**config.mk**
```make
export PLATFORM = sky130hd
export DESIGN_NAME = dvfs_sequencer
export DESIGN_NICKNAME = d
export VERILOG_FILES = /design/src/rtl/dvfs_pkg.sv /design/src/rtl/dvfs_op_table.sv /design/src/rtl/dvfs_cycle_timer.sv /design/src/rtl/dvfs_req_latch.sv /design/src/rtl/dvfs_sequencer.sv
export SDC_FILE = /design/constraint.sdc
export NUM_CORES = 1
export LEC_CHECK = 0
export BUFFER_PORTS_ARGS = -buffer_cell sky130_fd_sc_hd__buf_2
export CAP_MARGIN = 20
export CORE_ASPECT_RATIO = 0.7
export CORE_MARGIN = 1.5
export CORE_UTILIZATION = 45
export CTS_CLUSTER_DIAMETER = 40
export DETAILED_ROUTE_END_ITERATION = 10
export PLACE_DENSITY_LB_ADDON = 0.1
export SLEW_MARGIN = 0
export SYNTH_ARGS = -nofsm -noshare
export SYNTH_HDL_FRONTEND = slang
export SYNTH_HIERARCHICAL = 1
export SYNTH_SLANG_ARGS = --single-unit
```
**constraint.sdc**
```tcl
create_clock -name clk_i -period 6 [get_ports clk_i]
set_input_delay 0.3 -clock clk_i [delete_from_list [all_inputs] [get_ports clk_i]]
set_output_delay 0.3 -clock clk_i [all_outputs]
set_load 0.005 [all_outputs]
```
**src/rtl/dvfs_pkg.sv**
```systemverilog
package dvfs_pkg;
  typedef enum logic [1:0] {
    ST_IDLE,
    ST_VRAMP,
    ST_VSETTLE,
    ST_RELOCK
  } seq_state_e;
endpackage

```
**src/rtl/dvfs_op_table.sv**
```systemverilog
module dvfs_op_table #(
  parameter int LEVELS  = 16,
  parameter int LVL_W   = 4,
  parameter int VCODE_W = 5,
  parameter int FCODE_W = 4,
  parameter int VBASE   = 0,
  parameter int VSTEP   = 2
) (
  input  logic [LVL_W-1:0]   level_i,
  output logic [VCODE_W-1:0] vcode_o,
  output logic [FCODE_W-1:0] fcode_o
);
  logic [VCODE_W-1:0] v_tab [LEVELS];
  logic [FCODE_W-1:0] f_tab [LEVELS];

  for (genvar g = 0; g < LEVELS; g++) begin : g_ent
    assign v_tab[g] = VCODE_W'(VBASE + VSTEP * g);
    assign f_tab[g] = FCODE_W'(g);
  end

  assign vcode_o = v_tab[level_i];
  assign fcode_o = f_tab[level_i];
endmodule

```
**src/rtl/dvfs_cycle_timer.sv**
```systemverilog
module dvfs_cycle_timer #(
  parameter int CNT_W = 16
) (
  input  logic             clk_i,
  input  logic             rst_ni,
  input  logic             clear_i,
  input  logic             en_i,
  input  logic [CNT_W-1:0] limit_i,
  output logic             hit_o
);
  logic [CNT_W-1:0] cnt_q;
  logic [CNT_W:0]   cnt_nxt;

  assign cnt_nxt = {1'b0, cnt_q} + (CNT_W+1)'(1);
  assign hit_o   = en_i && (cnt_nxt >= {1'b0, limit_i});

  always_ff @(posedge clk_i or negedge rst_ni) begin
    if (!rst_ni)      cnt_q <= '0;
    else if (clear_i) cnt_q <= '0;
    else if (en_i)    cnt_q <= hit_o ? '0 : cnt_nxt[CNT_W-1:0];
  end
endmodule

```
**src/rtl/dvfs_req_latch.sv**
```systemverilog
module dvfs_req_latch #(
  parameter int LVL_W = 4
) (
  input  logic             clk_i,
  input  logic             rst_ni,
  input  logic             req_valid_i,
  input  logic [LVL_W-1:0] req_level_i,
  input  logic             take_i,
  output logic             pend_valid_o,
  output logic [LVL_W-1:0] pend_level_o
);
  always_ff @(posedge clk_i or negedge rst_ni) begin
    if (!rst_ni) begin
      pend_valid_o <= 1'b0;
      pend_level_o <= '0;
    end else if (req_valid_i) begin
      pend_valid_o <= 1'b1;
      pend_level_o <= req_level_i;
    end else if (take_i) begin
      pend_valid_o <= 1'b0;
    end
  end

  // newest request always wins over an older held one
  assert_hold_newest_R8: assert property (@(posedge clk_i) disable iff (!rst_ni)
    req_valid_i |=> (pend_valid_o && pend_level_o == $past(req_level_i)));
endmodule

```
**src/rtl/dvfs_sequencer.sv**
```systemverilog
module dvfs_sequencer #(
  parameter int LEVELS  = 16,
  parameter int VCODE_W = 5,
  parameter int FCODE_W = 4,
  parameter int VBASE   = 0,
  parameter int VSTEP   = 2,
  parameter int CNT_W   = 16,
  localparam int LVL_W  = $clog2(LEVELS)
) (
  input  logic               clk_i,
  input  logic               rst_ni,
  input  logic               req_valid_i,
  input  logic [LVL_W-1:0]   req_level_i,
  input  logic [CNT_W-1:0]   dwell_cycles_i,
  input  logic [CNT_W-1:0]   timeout_cycles_i,
  input  logic               vreg_settled_i,
  input  logic               pll_lock_i,
  output logic [VCODE_W-1:0] vcode_o,
  output logic [FCODE_W-1:0] fcode_o,
  output logic               cpu_stall_o,
  output logic               busy_o,
  output logic [LVL_W-1:0]   level_o,
  output logic               error_o
);
  import dvfs_pkg::*;

  seq_state_e         state_q, state_d;
  logic [LVL_W-1:0]   tgt_q, tgt_d, level_q, level_d;
  logic               up_q, up_d, stall_q, stall_d, err_q, err_d;
  logic [VCODE_W-1:0] vcode_q, vcode_d;
  logic [FCODE_W-1:0] fcode_q, fcode_d;
  logic               pend_valid, take, hit, fault;
  logic [LVL_W-1:0]   pend_level, tab_sel;
  logic [VCODE_W-1:0] tab_v, cur_v;
  logic [FCODE_W-1:0] tab_f, cur_f;
  logic [CNT_W-1:0]   limit;

  dvfs_req_latch #(.LVL_W(LVL_W)) u_req (
    .clk_i, .rst_ni,
    .req_valid_i, .req_level_i,
    .take_i       (take),
    .pend_valid_o (pend_valid),
    .pend_level_o (pend_level)
  );

  assign tab_sel = (state_q == ST_IDLE) ? pend_level : tgt_q;

  dvfs_op_table #(.LEVELS(LEVELS), .LVL_W(LVL_W), .VCODE_W(VCODE_W),
                  .FCODE_W(FCODE_W), .VBASE(VBASE), .VSTEP(VSTEP)) u_tab_tgt (
    .level_i (tab_sel), .vcode_o (tab_v), .fcode_o (tab_f)
  );

  // operating point of the last level reached, used for timeout revert
  dvfs_op_table #(.LEVELS(LEVELS), .LVL_W(LVL_W), .VCODE_W(VCODE_W),
                  .FCODE_W(FCODE_W), .VBASE(VBASE), .VSTEP(VSTEP)) u_tab_cur (
    .level_i (level_q), .vcode_o (cur_v), .fcode_o (cur_f)
  );

  assign limit = (state_q == ST_VRAMP) ? dwell_cycles_i : timeout_cycles_i;

  dvfs_cycle_timer #(.CNT_W(CNT_W)) u_tmr (
    .clk_i, .rst_ni,
    .clear_i (state_d != state_q),
    .en_i    (state_q != ST_IDLE),
    .limit_i (limit),
    .hit_o   (hit)
  );

  always_comb begin
    state_d = state_q;
    tgt_d   = tgt_q;
    up_d    = up_q;
    vcode_d = vcode_q;
    fcode_d = fcode_q;
    stall_d = stall_q;
    level_d = level_q;
    err_d   = err_q;
    take    = 1'b0;
    fault   = 1'b0;
    unique case (state_q)
      ST_IDLE: begin
        if (pend_valid) begin
          take  = 1'b1;
          tgt_d = pend_level;
          if (pend_level > level_q) begin
            up_d    = 1'b1;
            state_d = ST_VRAMP;
          end else if (pend_level < level_q) begin
            up_d    = 1'b0;
            fcode_d = tab_f;
            stall_d = 1'b1;
            state_d = ST_RELOCK;
          end
        end
      end
      ST_VRAMP: begin
        if (vcode_q == tab_v) state_d = ST_VSETTLE;
        else if (hit)         vcode_d = up_q ? vcode_q + 1'b1 : vcode_q - 1'b1;
      end
      ST_VSETTLE: begin
        if (vreg_settled_i) begin
          if (up_q) begin
            fcode_d = tab_f;
            stall_d = 1'b1;
            state_d = ST_RELOCK;
          end else begin
            level_d = tgt_q;
            state_d = ST_IDLE;
          end
        end else if (hit) begin
          fault = 1'b1;
        end
      end
      ST_RELOCK: begin
        if (pll_lock_i) begin
          stall_d = 1'b0;
          if (up_q) begin
            level_d = tgt_q;
            state_d = ST_IDLE;
          end else begin
            state_d = ST_VRAMP;
          end
        end else if (hit) begin
          fault = 1'b1;
        end
      end
      default: state_d = ST_IDLE;
    endcase
    if (fault) begin
      err_d   = 1'b1;
      vcode_d = cur_v;
      fcode_d = cur_f;
      stall_d = 1'b0;
      state_d = ST_IDLE;
    end
  end

  always_ff @(posedge clk_i or negedge rst_ni) begin
    if (!rst_ni) begin
      state_q <= ST_IDLE;
      tgt_q   <= '0;
      up_q    <= 1'b0;
      vcode_q <= VCODE_W'(VBASE);
      fcode_q <= '0;
      stall_q <= 1'b0;
      level_q <= '0;
      err_q   <= 1'b0;
    end else begin
      state_q <= state_d;
      tgt_q   <= tgt_d;
      up_q    <= up_d;
      vcode_q <= vcode_d;
      fcode_q <= fcode_d;
      stall_q <= stall_d;
      level_q <= level_d;
      err_q   <= err_d;
    end
  end

  assign vcode_o     = vcode_q;
  assign fcode_o     = fcode_q;
  assign cpu_stall_o = stall_q;
  assign busy_o      = (state_q != ST_IDLE);
  assign level_o     = level_q;
  assign error_o     = err_q;

  logic past_valid_q;
  always_ff @(posedge clk_i or negedge rst_ni) begin
    if (!rst_ni) past_valid_q <= 1'b0;
    else         past_valid_q <= 1'b1;
  end

  assert_v_covers_f_R11: assert property (@(posedge clk_i) disable iff (!rst_ni)
    !error_o |-> (int'(vcode_o) >= VBASE + VSTEP * int'(fcode_o)));

  assert_single_step_R6: assert property (@(posedge clk_i) disable iff (!rst_ni)
    (past_valid_q && !error_o && vcode_o != $past(vcode_o)) |->
      (vcode_o == $past(vcode_o) + 1'b1 || vcode_o == $past(vcode_o) - 1'b1));

  assert_no_stall_on_vstep_R5: assert property (@(posedge clk_i) disable iff (!rst_ni)
    (past_valid_q && !error_o && vcode_o != $past(vcode_o)) |-> !cpu_stall_o);

  assert_fcode_under_stall_R5: assert property (@(posedge clk_i) disable iff (!rst_ni)
    (past_valid_q && !error_o && fcode_o != $past(fcode_o)) |-> cpu_stall_o);

  assert_error_sticky_R7: assert property (@(posedge clk_i) disable iff (!rst_ni)
    (past_valid_q && $past(error_o)) |-> error_o);

  assert_stall_in_busy_R10: assert property (@(posedge clk_i) disable iff (!rst_ni)
    cpu_stall_o |-> busy_o);

  assert_level_at_end_R10: assert property (@(posedge clk_i) disable iff (!rst_ni)
    (past_valid_q && level_o != $past(level_o)) |-> (!busy_o && $past(busy_o)));
endmodule

```
==> run summary <==
Counting along the longest clock path gives a buffer depth of 2. The slew at the pin with the worst max-slew slack was 0.984 ns. In the layout the commonest cells are sky130_fd_sc_hd__buf_2 (56), sky130_fd_sc_hd__dfrtp_1 (43), sky130_fd_sc_hd__mux2_2 (32), sky130_fd_sc_hd__inv_1 (26), sky130_fd_sc_hd__nand2_1 (25). Initial detailed-routing violation count: 147.

Along the worst hold path, the cell count comes to 2. The worst-case hold path end point was u_req/pend_level_o[3]$_DFFE_PN0P_. The final count of pins violating max slew came out at 0.

The sequential fraction of the synthesis area came out at 0.329. The final worst slack is 1.26 ns. The total global-route track usage is 0.194. The via count of the first global-routing pass was 2264. The cell area after layout is 3610 µm², and the arithmetic-cell share of the synthesized area counting full adders, half adders and majority gates is 0.0979. The maximum number of pins on one net before global-route repair was 44; the share of the synthesized area in the top cell type was 0.329. Xor/xnor share of the synthesized area: 0.0562. The layout has 658 filler cells. The ratio of final minimum period to clock period works out to 0.789. Dividing total power by cell area gives a power density of 373 nW/µm².

The startpoint identified for the worst register-to-register timing path is u_tmr/cnt_q[0]$_DFFE_PN0P_. The final route contains 2536 vias. STA classifies the critical path endpoint as a register. The data arrival time of the critical path came out at 4.97 ns.

In this run the static leakage power is 0.00178 µW. Relative to the synthesized area, the layout overhead comes to 10.4%. The logs give 11.8 mm for the wire length of the first global-routing pass and 1.26 ns for the internal reg-to-reg setup slack.

The tools report the post-route met1 wirelength as 3.74 mm. The sort of element at the start of the critical path was a register. Hold is met by 0.227 ns.

For this design the top-level I/O count stands at 57. Of all nets on the critical path, the largest fanout is 11. The wire length on met3 was 339 µm; the required time of the critical path was 6.24 ns. Clock skew after layout: 0.00550 ns. The netlist area before placement came out at 3270 µm².

In the synthesized netlist, the number of instances is 338. The number of max-cap violations came out at 0. TritonCTS built the clock tree. The die is 105 µm wide. Counting distinct cell types in the post-synthesis netlist gives 54. The per-cell via count in the routed design came out at 5.38.

During synthesis, Yosys emitted a total of 6 warnings. The synthesized design spends more area on one cell type than any other, namely sky130_fd_sc_hd__dfrtp_1. For this run the aggregate overflow at the end of global routing stands at 0. The achievable clock frequency is 0.211 GHz.

The total area inside the core boundary comes to 6880 µm². The most common library cell in the layout ignoring fill and taps was sky130_fd_sc_hd__buf_2. The tools report the startpoint of the tightest hold check path as req_level_i[3]. The capture point of the worst reg-to-reg path was u_tmr/cnt_q[13]$_DFFE_PN0P_. The multiplexer share of the synthesized area is 0.121. Yosys attributes the largest share of cell area to sky130_fd_sc_hd__dfrtp_1 (33%), sky130_fd_sc_hd__mux2_2 (11%), sky130_fd_sc_hd__ha_1 (9.2%), sky130_fd_sc_hd__buf_4 (4.1%), sky130_fd_sc_hd__a32o_1 (3.4%). The logs give 0.843 for the weighted congestion reported at the end of routability-driven placement and 25 for the number of rows created at floorplan. The run gives 0 as the remaining antenna violation count after routing.

The most used flip-flop cell after synthesis was sky130_fd_sc_hd__dfrtp_1. VDD sags by at most 0.189 mV. Each instance of the synthesized netlist takes up on average 9.68 µm². The logs give 2 for the CTS H-tree depth and 0 for the number of antenna violations at the first check in global routing. The run finished with clean final reports. The tools report the number of DRC violations after detailed routing as 0. The antenna diode count came out at 0. The critical path is of the reg2reg type. The total count of hold-check failures in the final report is 0, and the clock sink total is 43.

Share of post-route cells with drive strength above 1: 0.297. The run gives 442 as the final layout net count. The number of gates resized after CTS was 0. For the worst-skew pair, the clock arrives at the later sink with an insertion delay of 0.30 ns. The run gives 0.342 as the worst max-slew margin expressed relative to the limit. The wire length per cell after detailed routing is 14.8 µm, and the post-placement worst setup slack is 1.35 ns. Setup repair after global routing left no endpoint under its margin. For the routed wire length on met2, the log shows 2.81 mm. The clock buffer count from CTS is 5, and the instance area after placement is 3470 µm². Yosys mapped a number of flops with a built-in enable equal to 0. The post-detailed-placement half-perimeter wirelength was 5.32 mm; the compound-gate portion of the synthesized area was 0.166. The total length of routed wires came out at 6.95 mm.

Summing internal, switching and leakage power gives 1350 µW. The fraction of synthesis flops using an asynchronous set or reset pin was 1.00. The total nets after synthesis came out at 404. The top layer reached by signal wires is met4. In this run the worst hold path is classified as in2reg. The first TritonRoute pass finished after 4 iterations. The die covers 7800 µm². The depth of the worst register-to-register path works out to 17.

The CTS clock-pin slew for the worst setup and hold paths works out to 0.09 ns. The die boundary height is 74.3 µm. The time the worst path needs with I/O delays and setup was 4.74 ns. The starting density of the core is 0.475, and the number of register bits inferred by synthesis is 43. For the final routed database, the setup TNS stands at 0 ns. The combinational family with the most area after synthesis is compound AO/OA/AOI/OAI gates.

During placement, the flow inserted port buffers numbering 56. The setup violation total in the final timing report is 0. The tree is rooted in a sky130_fd_sc_hd__clkbuf_8. Simple-gate area share of the yosys netlist: 0.135.
==> sequential cells by signal, indices dropped and copies added, names as in the netlist <==
register            flops
vcode_o                 5
u_tmr/cnt_q            16
u_req/pend_level_o      4
tgt_q                   4
level_o                 4
error_o                 1
up_q                    1
u_req/pend_valid_o      1
state_q                 2
fcode_o                 4
cpu_stall_o             1
==> per-stage QoR <==
stage,cells,util
6_report,471,0.525
5_1_grt,471,0.525
4_1_cts,469,0.521
3_5_place_dp,461,0.504
3_3_place_gp,461,0.504
2_1_floorplan,338,-
==> cell families (layout without fill, tap and decap cells) <==
| family | count (synthesis) | in the layout |
|---|---|---|
| flops | 43 | 43 |
| other cells | 2 | 2 |
| mux | 35 | 35 |
| simple gates | 86 | 86 |
| compound gates | 72 | 72 |
| xor+xnor | 21 | 21 |
| buf+inv | 54 | 93 |
| fa+ha+maj | 25 | 25 |
==> Yosys cell counts (3+ instances only) <==
| library cell | number |
|---|---|
| sky130_fd_sc_hd__buf_4 | 18 |
| sky130_fd_sc_hd__nor2b_1 | 5 |
| sky130_fd_sc_hd__a21o_1 | 5 |
| sky130_fd_sc_hd__a32o_1 | 11 |
| sky130_fd_sc_hd__dfrtp_1 | 43 |
| sky130_fd_sc_hd__nor2_1 | 18 |
| sky130_fd_sc_hd__inv_1 | 26 |
| sky130_fd_sc_hd__mux2_2 | 32 |
| sky130_fd_sc_hd__o211ai_1 | 3 |
| sky130_fd_sc_hd__nand2b_1 | 7 |
| sky130_fd_sc_hd__ha_1 | 24 |
| sky130_fd_sc_hd__a21oi_1 | 18 |
| sky130_fd_sc_hd__nand2_1 | 25 |
| sky130_fd_sc_hd__o21ai_0 | 8 |
| sky130_fd_sc_hd__buf_2 | 4 |
| sky130_fd_sc_hd__xor2_1 | 9 |
| sky130_fd_sc_hd__xnor2_1 | 12 |
| sky130_fd_sc_hd__nand4_1 | 6 |
| sky130_fd_sc_hd__o22a_1 | 8 |
| sky130_fd_sc_hd__and2_1 | 3 |
| sky130_fd_sc_hd__nand3_1 | 12 |
==> final cells by class <==
cell class / count / area (µm²) / area share
clock buffers: 5 / 68.8 / 0.0190
multi-input cells: 241 / 1890 / 0.524
inverters: 26 / 97.6 / 0.0270
well taps: 94 / 118 / 0.0325
flip-flops and latches: 43 / 1080 / 0.298
repair buffers: 59 / 318 / 0.0880
clock inverters: 3 / 43.8 / 0.0121
==> worst max-delay path, cell delays in order, from the launching register on <==
cell	delay (ns)
sky130_fd_sc_hd__dfrtp_1	0.46
sky130_fd_sc_hd__ha_1	0.33
sky130_fd_sc_hd__nand3_1	0.14
sky130_fd_sc_hd__nor2_1	0.31
sky130_fd_sc_hd__nand2_1	0.11
sky130_fd_sc_hd__xnor2_1	0.23
sky130_fd_sc_hd__ha_1	0.30
sky130_fd_sc_hd__a211oi_1	0.21
sky130_fd_sc_hd__nor2_1	0.07
sky130_fd_sc_hd__nor2_1	0.11
sky130_fd_sc_hd__o211ai_1	0.14
sky130_fd_sc_hd__nor3_1	0.40
sky130_fd_sc_hd__nor2b_1	0.20
sky130_fd_sc_hd__o21ai_0	0.20
sky130_fd_sc_hd__nand3_1	0.23
sky130_fd_sc_hd__nand2b_1	0.24
sky130_fd_sc_hd__nor2_1	0.71
sky130_fd_sc_hd__a32o_1	0.28
==> report_power, final <==
part           internal [µW]  total [µW]  switching, µW
sequential               361         442           81.5
clock                    124         232            108
combinational            312         675            363
==> worst max-delay path by stage <==
stage,from,to,cells past startpoint
global route,u_tmr/cnt_q[0]$_DFFE_PN0P_,u_tmr/cnt_q[9]$_DFFE_PN0P_,17
floorplan,state_q[0]$_DFF_PN0_,u_tmr/cnt_q[2]$_DFFE_PN0P_,19
global placement,state_q[0]$_DFF_PN0_,u_tmr/cnt_q[9]$_DFFE_PN0P_,15
finish,u_tmr/cnt_q[0]$_DFFE_PN0P_,u_tmr/cnt_q[13]$_DFFE_PN0P_,17
detailed placement,u_tmr/cnt_q[0]$_DFFE_PN0P_,u_tmr/cnt_q[10]$_DFFE_PN0P_,17
CTS,u_tmr/cnt_q[0]$_DFFE_PN0P_,u_tmr/cnt_q[10]$_DFFE_PN0P_,17
==> repair_timing <==
action | 4_1_cts | 5_1_grt
hold buffers | 0 | 1
endpoints found under the hold margin | 0 | 15
buffers inserted | 0 | 0
==> layer usage <==
metal  vias to the layer above  global-route usage
li1                       1260                   -
met1                      1218               0.298
met2                        51               0.276
met3                         7              0.0412
met4                         0              0.0457
met5                         -                   0
No activity file was read; power rests on OpenSTA's default activity.
